--- config.mk ---
export PLATFORM = sky130hd
export DESIGN_NAME = rs_array
export DESIGN_NICKNAME = d
export VERILOG_FILES = /design/src/rtl/rs_pkg.sv /design/src/rtl/rs_select.sv /design/src/rtl/rs_reg_status.sv /design/src/rtl/rs_entry.sv /design/src/rtl/rs_array.sv
export SDC_FILE = /design/constraint.sdc
export NUM_CORES = 1
export LEC_CHECK = 0
export BUFFER_PORTS_ARGS = -buffer_cell sky130_fd_sc_hd__buf_2
export CAP_MARGIN = 0
export CELL_PAD_IN_SITES_DETAIL_PLACEMENT = 0
export CELL_PAD_IN_SITES_GLOBAL_PLACEMENT = 1
export CORE_ASPECT_RATIO = 1.2
export CORE_UTILIZATION = 50
export DETAILED_ROUTE_END_ITERATION = 12
export PLACE_DENSITY_LB_ADDON = 0.1
export SYNTH_ARGS = -nofsm -noshare
export SYNTH_HDL_FRONTEND = slang
export SYNTH_SLANG_ARGS = --single-unit
--- constraint.sdc ---
create_clock -name clk_i -period 8.6 [get_ports clk_i]
set_input_delay 1.72 -clock clk_i [delete_from_list [all_inputs] [get_ports clk_i]]
set_output_delay 1.72 -clock clk_i [all_outputs]
set_load 0.03 [all_outputs]
--- src/rtl/rs_pkg.sv ---
package rs_pkg;
  localparam int unsigned DEF_NUM_RS   = 4;
  localparam int unsigned DEF_NUM_REGS = 8;
  localparam int unsigned DEF_DATA_W   = 16;
  localparam int unsigned DEF_OP_W     = 3;
endpackage

--- src/rtl/rs_select.sv ---
module rs_select #(
  parameter int unsigned N     = 4,
  localparam int unsigned IW   = (N > 1) ? $clog2(N) : 1
) (
  input  logic [N-1:0]  req_i,
  output logic          any_o,
  output logic [IW-1:0] idx_o
);
  always_comb begin
    idx_o = '0;
    for (int i = N - 1; i >= 0; i--) begin
      if (req_i[i]) idx_o = IW'(i);
    end
  end
  assign any_o = |req_i;
endmodule

--- src/rtl/rs_reg_status.sv ---
module rs_reg_status #(
  parameter int unsigned NUM_REGS = 8,
  parameter int unsigned DATA_W   = 16,
  parameter int unsigned TAG_W    = 3,
  localparam int unsigned AW      = $clog2(NUM_REGS)
) (
  input  logic              clk_i,
  input  logic              rst_ni,
  input  logic              ren_we_i,
  input  logic [AW-1:0]     ren_dst_i,
  input  logic [TAG_W-1:0]  ren_tag_i,
  input  logic [AW-1:0]     src1_i,
  input  logic [AW-1:0]     src2_i,
  output logic [TAG_W-1:0]  src1_tag_o,
  output logic [DATA_W-1:0] src1_val_o,
  output logic [TAG_W-1:0]  src2_tag_o,
  output logic [DATA_W-1:0] src2_val_o,
  input  logic              res_valid_i,
  input  logic [TAG_W-1:0]  res_tag_i,
  input  logic [DATA_W-1:0] res_data_i,
  input  logic [AW-1:0]     rd_addr_i,
  output logic [DATA_W-1:0] rd_data_o,
  output logic [TAG_W-1:0]  rd_tag_o
);
  logic [DATA_W-1:0] val_q [NUM_REGS];
  logic [TAG_W-1:0]  tag_q [NUM_REGS];

  for (genvar r = 0; r < NUM_REGS; r++) begin : g_reg
    logic hit;
    logic ren;
    assign hit = res_valid_i && (res_tag_i != '0) && (tag_q[r] == res_tag_i);
    assign ren = ren_we_i && (ren_dst_i == AW'(r));
    always_ff @(posedge clk_i or negedge rst_ni) begin
      if (!rst_ni) begin
        val_q[r] <= DATA_W'(r);
        tag_q[r] <= '0;
      end else begin
        if (hit) val_q[r] <= res_data_i;
        if (ren)      tag_q[r] <= ren_tag_i;  // newest writer wins
        else if (hit) tag_q[r] <= '0;
      end
    end
  end

  assign src1_tag_o = tag_q[src1_i];
  assign src1_val_o = val_q[src1_i];
  assign src2_tag_o = tag_q[src2_i];
  assign src2_val_o = val_q[src2_i];
  assign rd_data_o  = val_q[rd_addr_i];
  assign rd_tag_o   = tag_q[rd_addr_i];
endmodule

--- src/rtl/rs_entry.sv ---
module rs_entry #(
  parameter int unsigned DATA_W = 16,
  parameter int unsigned OP_W   = 3,
  parameter int unsigned TAG_W  = 3,
  parameter logic [TAG_W-1:0] OWN_TAG = 1
) (
  input  logic              clk_i,
  input  logic              rst_ni,
  input  logic              alloc_i,
  input  logic [OP_W-1:0]   op_i,
  input  logic [DATA_W-1:0] imm_i,
  input  logic [TAG_W-1:0]  qj_i,
  input  logic [DATA_W-1:0] vj_i,
  input  logic [TAG_W-1:0]  qk_i,
  input  logic [DATA_W-1:0] vk_i,
  input  logic              grant_i,
  input  logic              res_valid_i,
  input  logic [TAG_W-1:0]  res_tag_i,
  input  logic [DATA_W-1:0] res_data_i,
  output logic              busy_o,
  output logic              ready_o,
  output logic [OP_W-1:0]   op_o,
  output logic [DATA_W-1:0] vj_o,
  output logic [DATA_W-1:0] vk_o,
  output logic [DATA_W-1:0] imm_o
);
  logic              busy_q, started_q;
  logic [TAG_W-1:0]  qj_q, qk_q;
  logic [DATA_W-1:0] vj_q, vk_q, imm_q;
  logic [OP_W-1:0]   op_q;
  logic              wake_j, wake_k, done;

  assign wake_j = busy_q && res_valid_i && (qj_q != '0) && (qj_q == res_tag_i);
  assign wake_k = busy_q && res_valid_i && (qk_q != '0) && (qk_q == res_tag_i);
  assign done   = busy_q && res_valid_i && (res_tag_i == OWN_TAG);

  always_ff @(posedge clk_i or negedge rst_ni) begin
    if (!rst_ni) begin
      busy_q <= 1'b0; started_q <= 1'b0;
      qj_q <= '0; qk_q <= '0; vj_q <= '0; vk_q <= '0;
      imm_q <= '0; op_q <= '0;
    end else if (alloc_i) begin
      busy_q <= 1'b1; started_q <= 1'b0;
      op_q <= op_i; imm_q <= imm_i;
      qj_q <= qj_i; vj_q <= vj_i;
      qk_q <= qk_i; vk_q <= vk_i;
    end else begin
      if (done)    busy_q <= 1'b0;
      if (grant_i) started_q <= 1'b1;
      if (wake_j) begin vj_q <= res_data_i; qj_q <= '0; end
      if (wake_k) begin vk_q <= res_data_i; qk_q <= '0; end
    end
  end

  assign busy_o  = busy_q;
  assign ready_o = busy_q && !started_q && (qj_q == '0) && (qk_q == '0);
  assign op_o    = op_q;
  assign vj_o    = vj_q;
  assign vk_o    = vk_q;
  assign imm_o   = imm_q;
endmodule

--- src/rtl/rs_array.sv ---
module rs_array
  import rs_pkg::*;
#(
  parameter int unsigned NUM_RS   = DEF_NUM_RS,
  parameter int unsigned NUM_REGS = DEF_NUM_REGS,
  parameter int unsigned DATA_W   = DEF_DATA_W,
  parameter int unsigned OP_W     = DEF_OP_W,
  localparam int unsigned REG_AW  = $clog2(NUM_REGS),
  localparam int unsigned TAG_W   = $clog2(NUM_RS + 1),
  localparam int unsigned IDX_W   = (NUM_RS > 1) ? $clog2(NUM_RS) : 1
) (
  input  logic              clk_i,
  input  logic              rst_ni,
  input  logic              issue_valid_i,
  input  logic [OP_W-1:0]   issue_op_i,
  input  logic [REG_AW-1:0] issue_src1_i,
  input  logic [REG_AW-1:0] issue_src2_i,
  input  logic [REG_AW-1:0] issue_dst_i,
  input  logic [DATA_W-1:0] issue_imm_i,
  output logic              issue_ready_o,
  output logic              exec_valid_o,
  output logic [TAG_W-1:0]  exec_tag_o,
  output logic [OP_W-1:0]   exec_op_o,
  output logic [DATA_W-1:0] exec_vj_o,
  output logic [DATA_W-1:0] exec_vk_o,
  output logic [DATA_W-1:0] exec_imm_o,
  input  logic              res_valid_i,
  input  logic [TAG_W-1:0]  res_tag_i,
  input  logic [DATA_W-1:0] res_data_i,
  input  logic [REG_AW-1:0] rd_addr_i,
  output logic [DATA_W-1:0] rd_data_o,
  output logic [TAG_W-1:0]  rd_tag_o
);
  logic [NUM_RS-1:0] busy, ready, free, grant, alloc;
  logic              free_any, ready_any, issue_fire;
  logic [IDX_W-1:0]  free_idx, ready_idx;
  logic [TAG_W-1:0]  alloc_tag;
  logic [TAG_W-1:0]  s1_tag, s2_tag, qj, qk;
  logic [DATA_W-1:0] s1_val, s2_val, vj, vk;
  logic [OP_W-1:0]   e_op  [NUM_RS];
  logic [DATA_W-1:0] e_vj  [NUM_RS];
  logic [DATA_W-1:0] e_vk  [NUM_RS];
  logic [DATA_W-1:0] e_imm [NUM_RS];

  assign free = ~busy;

  rs_select #(.N(NUM_RS)) u_free_sel (.req_i(free),  .any_o(free_any),  .idx_o(free_idx));
  rs_select #(.N(NUM_RS)) u_rdy_sel  (.req_i(ready), .any_o(ready_any), .idx_o(ready_idx));

  assign issue_ready_o = free_any;
  assign issue_fire    = issue_valid_i && free_any;
  assign alloc_tag     = TAG_W'(free_idx) + TAG_W'(1);

  rs_reg_status #(.NUM_REGS(NUM_REGS), .DATA_W(DATA_W), .TAG_W(TAG_W)) u_status (
    .clk_i, .rst_ni,
    .ren_we_i(issue_fire), .ren_dst_i(issue_dst_i), .ren_tag_i(alloc_tag),
    .src1_i(issue_src1_i), .src2_i(issue_src2_i),
    .src1_tag_o(s1_tag), .src1_val_o(s1_val),
    .src2_tag_o(s2_tag), .src2_val_o(s2_val),
    .res_valid_i, .res_tag_i, .res_data_i,
    .rd_addr_i, .rd_data_o, .rd_tag_o
  );

  // same-cycle broadcast bypass into the issuing entry
  always_comb begin
    qj = s1_tag; vj = s1_val;
    qk = s2_tag; vk = s2_val;
    if (res_valid_i && s1_tag != '0 && s1_tag == res_tag_i) begin qj = '0; vj = res_data_i; end
    if (res_valid_i && s2_tag != '0 && s2_tag == res_tag_i) begin qk = '0; vk = res_data_i; end
  end

  for (genvar s = 0; s < NUM_RS; s++) begin : g_rs
    assign alloc[s] = issue_fire && (free_idx == IDX_W'(s));
    assign grant[s] = ready_any && (ready_idx == IDX_W'(s));
    rs_entry #(.DATA_W(DATA_W), .OP_W(OP_W), .TAG_W(TAG_W),
               .OWN_TAG(TAG_W'(s + 1))) u_entry (
      .clk_i, .rst_ni,
      .alloc_i(alloc[s]), .op_i(issue_op_i), .imm_i(issue_imm_i),
      .qj_i(qj), .vj_i(vj), .qk_i(qk), .vk_i(vk),
      .grant_i(grant[s]),
      .res_valid_i, .res_tag_i, .res_data_i,
      .busy_o(busy[s]), .ready_o(ready[s]),
      .op_o(e_op[s]), .vj_o(e_vj[s]), .vk_o(e_vk[s]), .imm_o(e_imm[s])
    );
  end

  assign exec_valid_o = ready_any;
  assign exec_tag_o   = TAG_W'(ready_idx) + TAG_W'(1);
  assign exec_op_o    = e_op[ready_idx];
  assign exec_vj_o    = e_vj[ready_idx];
  assign exec_vk_o    = e_vk[ready_idx];
  assign exec_imm_o   = e_imm[ready_idx];
endmodule

**After elaboration in Yosys (flattened, before gate mapping)**

Index checks and enable logic that the tools add are counted.

- Add/sub/neg operators: 2
- Magnitude comparators: 4
- Equality and inequality tests: 35
- Mux-type cells: 106
- Bitwise logic cells: 5
- Reductions and logical operators: 118

Operators with widths:

| cell | count |
|---|---|
| two-way mux 16 bit | 30 |
| binary-select mux 16 bit (select 3 bit) | 3 |
| two-way mux 3 bit | 42 |
| binary-select mux 16 bit (select 2 bit) | 3 |
| logical AND 1 bit | 66 |
| equality test 3 bit | 18 |
| nonzero test 2 bit | 24 |
| nonzero test 3 bit | 11 |
| binary-select mux 3 bit (select 3 bit) | 3 |
| logical NOT 3 bit | 9 |
| two-way mux 1 bit | 16 |
| two-way mux 2 bit | 8 |
| equality test 3 bit (second input constant) | 5 |
| equality test 3 x 2 -> 1 bit (second input constant) | 4 |
| greater-or-equal comparator 4 bit (second input constant) | 3 |
| NOT 3 -> 4 bit | 3 |
| equality test 2 bit (second input constant) | 4 |
| OR reduction 4 bit | 2 |
| adder 2 x 1 -> 3 bit (second input constant) | 2 |
| binary-select mux 3 bit (select 2 bit) | 1 |
| equality test 3 x 1 -> 1 bit (second input constant) | 2 |
| equality test 2 x 1 -> 1 bit (second input constant) | 2 |
| logical NOT 1 bit | 4 |
| logical NOT 2 bit | 2 |
| other kinds (3) | 3 |

- Flip-flop bits (word level): 388

**Logic depth before layout (Yosys ltp)**

- Word-level depth: 12
- Depth in mapped cells: 12
- Mapped depth without buffers: 8

**Cells and area by module**

From an unflattened synthesis, not the netlist that was laid out.

- Cells, all modules: 1841
- Area total of the unflattened synthesis: 23256.1 um^2

By module, submodules not included:

| module | instances | cells each | area an instance (um^2) | seq. area each (um^2) |
|---|---|---|---|---|
| rs_reg_status | 1 | 607 | 9793.1 | 3818.7 |
| rs_entry (g_rs[0].u_entry ...) | 3 | 269 | 2845.2 | 1476.4 |
| rs_entry (g_rs[2].u_entry) | 1 | 269 | 2827.7 | 1476.4 |
| rs_array | 1 | 144 | 2029.4 | 0.0 |
| rs_select | 2 | 7 | 35.0 | 0.0 |

**Least setup slack after synthesis**

No wires, ideal clock.

- Path kind: input to output
- Start: input port rd_addr_i[0]
- End: output port rd_tag_o[0]
- Arrival time: 3666 ps
- Data required time: 6880 ps
- Path slack: 3214 ps
- Stages on the path: 4
- Path buffers: 2
- Path through: clkbuf_1 > buf_1 > mux4_2 > mux2_2

- Longest elaborated chain between the ends: 4

Ends and longest elaborated chain:

| item | RTL line | text |
|---|---|---|
| start: declaration | rs_array.sv:30 | `input logic [REG_AW-1:0] rd_addr_i,` |
| NOT 3 -> 4 bit (not written as such) | rs_reg_status.sv:50 | `assign rd_tag_o = tag_q[rd_addr_i];` |
| binary-select mux 3 bit (select 3 bit) | rs_reg_status.sv:50 |  |
| two-way mux 3 bit (not written as such) (2 in series) | rs_reg_status.sv:50 |  |
| end: declaration | rs_array.sv:32 | `output logic [TAG_W-1:0] rd_tag_o` |

Every way passes these cells. The select of a mux whose other input is x is not followed.

**Final worst setup path**

- Start: register g_rs[3].u_entry.qj_q[2]
- End: output port exec_vk_o[15]

- Longest elaborated chain between the ends: 11

Ends and longest elaborated chain:

| item | RTL line | text |
|---|---|---|
| start: declaration | rs_entry.sv:28 | `logic [TAG_W-1:0] qj_q, qk_q;` |
| start signal: assignment | rs_entry.sv:45 | `qj_q <= qj_i; vj_q <= vj_i;` |
| logical NOT 3 bit | rs_entry.sv:56 | `assign ready_o = busy_q && !started_q && (qj_q == '0) && (qk_q == '0);` |
| logical AND 1 bit (2 in series) | rs_entry.sv:56 |  |
| two-way mux 2 bit (4 in series) | rs_select.sv:12 | `if (req_i[i]) idx_o = IW'(i);` |
| NOT 2 -> 3 bit (not written as such) | rs_array.sv:91 | `assign exec_vk_o = e_vk[ready_idx];` |
| binary-select mux 16 bit (select 2 bit) | rs_array.sv:91 |  |
| two-way mux 16 bit (not written as such) (2 in series) | rs_array.sv:91 |  |
| end: declaration | rs_array.sv:25 | `output logic [DATA_W-1:0] exec_vk_o,` |

Every way passes these cells. The select of a mux whose other input is x is not followed.

==> results.yml <==
floorplan:
  design.core.area_um2: 48300
  dieHeight_um: 245
  pin_count: 129
  floorplan.die.width_um: 204
  die-area_um2: 50100
  initial_core_util_pct: 50.9
  num_rows: 88
power:
  seq_power_share_pct: 28.4
  share_comb_of_total_power_pct: 56.4
  share_clk_of_total_power_pct: 15.3
  vdd.ir_drop.worst_mv: 0.750
  cellPowerDensity_nw_per_um2: 451
  p_int_mw: 6.39
  switching_share_pct: 47.5
  power.static_leakage_nw: 11.4
  switching_power_mw: 5.78
global_route:
  globalRouteOverflowTotal: 0
  globalRouteTotalUtil_pct: 32.2
  grt_pass1_vias: 20100
  grt_first_pass_wirelength_um: 123000
  number_of_antenna_violations_at_the_first_check_in_global_routing: 3
  grt_start_max_net_pins: 161
synth:
  synth_fp_nets: 2463
  ys_async_sr_fraction_pct: 100
  syn_area_um2: 24600
  dominant_register_cell_in_the_synthesized_netlist: "dfrtp_1"
  synth_sequential_area_ratio_pct: 39.5
  synth.ff_latch_count: 388
  post_synthesis_cells: 2405
  number_of_synthesized_flops_with_an_enable_pin: 0
  ys_types: 62
  yosysWarningCount: 0
  syn-mean-instance-area_um2: 10.2
timing:
  period_minus_slack_ns: 6.10
  fin_ws_ns: 2.50
  finalCritPeriodShare_pct: 70.9
  setup_repair_after_global_routing_missed_its_margin: "no"
  finalSetupTns_ns: 0
  relSlewSlack_pct: 14.5
  max_slew.worst_pin.slew_ns: 1.28
  finalHoldViolCount: 0
  finalMaxSlewViolations: 0
  worst_clock_skew_ns: 0.0155
  highest_clock_frequency_the_design_can_meet_mhz: 164
  setup-violations-final: 0
cells_and_area:
  layout.cells.most_common: "nand2_1"
  syn_to_final_growth_pct: 9.80
  finalNetCount: 2431
  layout-drive-gt1-share_pct: 20.5
  layout.cells.most_common_list: "nand2_1, dfrtp_1, nor2_1"
  stdcell_area_um2: 27000
worst_setup_path:
  timing.critical_path.slowest_cell_delay_ns: 0.77
  crit_path_start_kind: "flop"
  slowest_cell_on_crit_path: "buf_4"
  worst-path-buf-inv: 2
  cpLargestDelayFamily: "buffers and inverters"
  path_cells: "nor4_1 > and4b_1 > nand2b_1 > a21oi_4 > buf_4 > mux2i_1 > buf_2"
  worst_path_arrival_time_ns: 4.38
  cp.required_ns: 6.88
  crit_type: "flop to output port"
  critical_path.endpoint_type: "output port"
  critical_path_peak_fanout: 38
drt:
  first_pass_iters: 6
  drcViolationCount: 0
  routed_wl_um: 79700
  routed_via_density: 6.63
  drt_iter0_drc: 2108
  postRouteAntennaNets: 0
  wl_per_cell_um: 26.2
  detailroute.via_count: 20100
clock_tree:
  clock_tree_from_tritoncts: "done"
  postCtsSetupRepairBufs: 0
  clockRootBuffer: "clkbuf_16"
  insertion_delay_ns: 0.58
  clk_path_buf_depth: 3
  cts-resized-gates: 0
  h-tree-depth: 2
  cts_sinks: 388
  cts_hold_repair.buffers: 0
  cts_inserted_buffers: 43
  clkTransAtPathRegs_ns: 0.06
placement:
  detailed_place_hpwl_um: 48900
  buffer_ports.inserted: 128
  pre_cts_ws_ns: 2.90
  detailed_place.area_um2: 25600
  place.gp.congestion: 0.873
status:
  run_status: "finished clean"
job:
  drv.max_cap_violation_count: 0
worst_hold_path:
  hp-class: "flop to flop"
[layout make-up]
class | instances | area [µm²]
repair buffers | 175 | 1040
flip-flops and latches | 388 | 9720
well taps | 630 | 788
clock buffers | 74 | 1390
inverters | 20 | 75.1
multi-input cells | 1745 | 14000
fillers | 4210 | 21300
diodes | 2 | 5.00
clock inverters | 5 | 25.0
[Yosys cell counts, types with 22 or more instances]
library cell | instances | area (µm²)
mux2_2 | 91 | 1020
nand2_1 | 415 | 1560
xor2_1 | 30 | 263
nor2_1 | 234 | 878
a32o_1 | 62 | 621
a221oi_1 | 48 | 420
dfrtp_1 | 376 | 9410
buf_2 | 28 | 140
nor3_1 | 22 | 110
clkbuf_1 | 163 | 612
o21ai_0 | 25 | 125
a32oi_1 | 32 | 280
mux4_2 | 112 | 2520
buf_1 | 51 | 191
a21boi_0 | 49 | 368
nand3b_1 | 29 | 218
mux2i_1 | 194 | 1940
o221ai_1 | 75 | 657
a21o_1 | 76 | 571
mux2_1 | 56 | 631
[power by group through the flow]
stage	logic, mW	clock network (mW)	registers (mW)
final	6.86	1.86	3.45
after global routing	7.29	1.96	3.57
after CTS	6.87	1.89	3.43
after detailed placement	6.85	0	3.46
after global placement	6.75	0	3.39
after floorplan	4.92	0	3.22
[cell families (layout without fill, tap and decap cells)]
kind of cell | after synthesis | after routing | share of synthesized area (%)
other | 0 | 2 | 0
and+or+nand+nor | 778 | 778 | 13.6
AOI/OAI and AO/OA | 460 | 460 | 15.3
adders and majority gates | 4 | 4 | 0.204
muxes | 457 | 457 | 25.2
buffers and inverters | 272 | 274 | 4.49
xor gates and xnor gates | 46 | 46 | 1.64
DFF | 388 | 388 | 39.5
[path summary, 6_finish.rpt]
| kind | cells past startpoint | startpoint | end | slack (ns) |
|---|---|---|---|---|
| setup / recovery | 7 | g_rs[3].u_entry.qj_q[2]$_DFFE_PN0P_ | exec_vk_o[15] | 2.50 |
| hold / removal | 2 | g_rs[1].u_entry.imm_o[10]$_DFFE_PN0P_ | g_rs[1].u_entry.imm_o[10]$_DFFE_PN0P_ | 0.47 |
| setup reg to reg | 7 | g_rs[0].u_entry.busy_o$_DFFE_PN0P_ | g_rs[3].u_entry.vk_o[14]$_DFFE_PN0P_ | 4.79 |
| hold reg to reg | 2 | g_rs[1].u_entry.imm_o[10]$_DFFE_PN0P_ | g_rs[1].u_entry.imm_o[10]$_DFFE_PN0P_ | 0.47 |
| max in group asynchronous | 2 | rst_ni | u_status.val_q[4]$_DFFE_PN0P_ | 5.99 |
| min in group asynchronous | 1 | rst_ni | g_rs[2].u_entry.imm_o[11]$_DFFE_PN0P_ | 1.18 |
[per-layer routing]
metal  global-route usage (%)  vias to the layer above  routed length [µm]
met5                        0                        -                  10
met4                     12.1                        2                2670
met3                     6.15                      155                6430
met2                     50.5                      944               37100
met1                     44.2                    10200               33500
li1                         -                     8877                   -
[flip-flops by register name, summed over array words and instances, names as in the netlist]
register and cells:
g_rs.u_entry.started_q 4, g_rs.u_entry.vk_o 64, g_rs.u_entry.busy_o 4, g_rs.u_entry.qk_q 12
g_rs.u_entry.qj_q 12, u_status.tag_q 24, g_rs.u_entry.op_o 12, u_status.val_q 128
g_rs.u_entry.vj_o 64, g_rs.u_entry.imm_o 64
[tightest hold or removal path, cell delays in order, from the launching register on]
cell and delay, ns:
dfrtp_1 0.34, nand2_1 0.05, nand2_1 0.05
[per-stage QoR]
stage	utilization, %	hold WS (ns)	std cells	power (mW)
5_1_grt	55.9	0.492	3038	12.8
2_1_floorplan	-	0.445	2405	8.14
3_3_place_gp	52.9	0.456	2958	10.1
4_1_cts	55.8	0.477	3037	12.2
3_5_place_dp	52.9	0.462	2958	10.3
6_report	55.9	0.472	3039	12.2
Note: power is estimated with default switching activity, not from simulation.
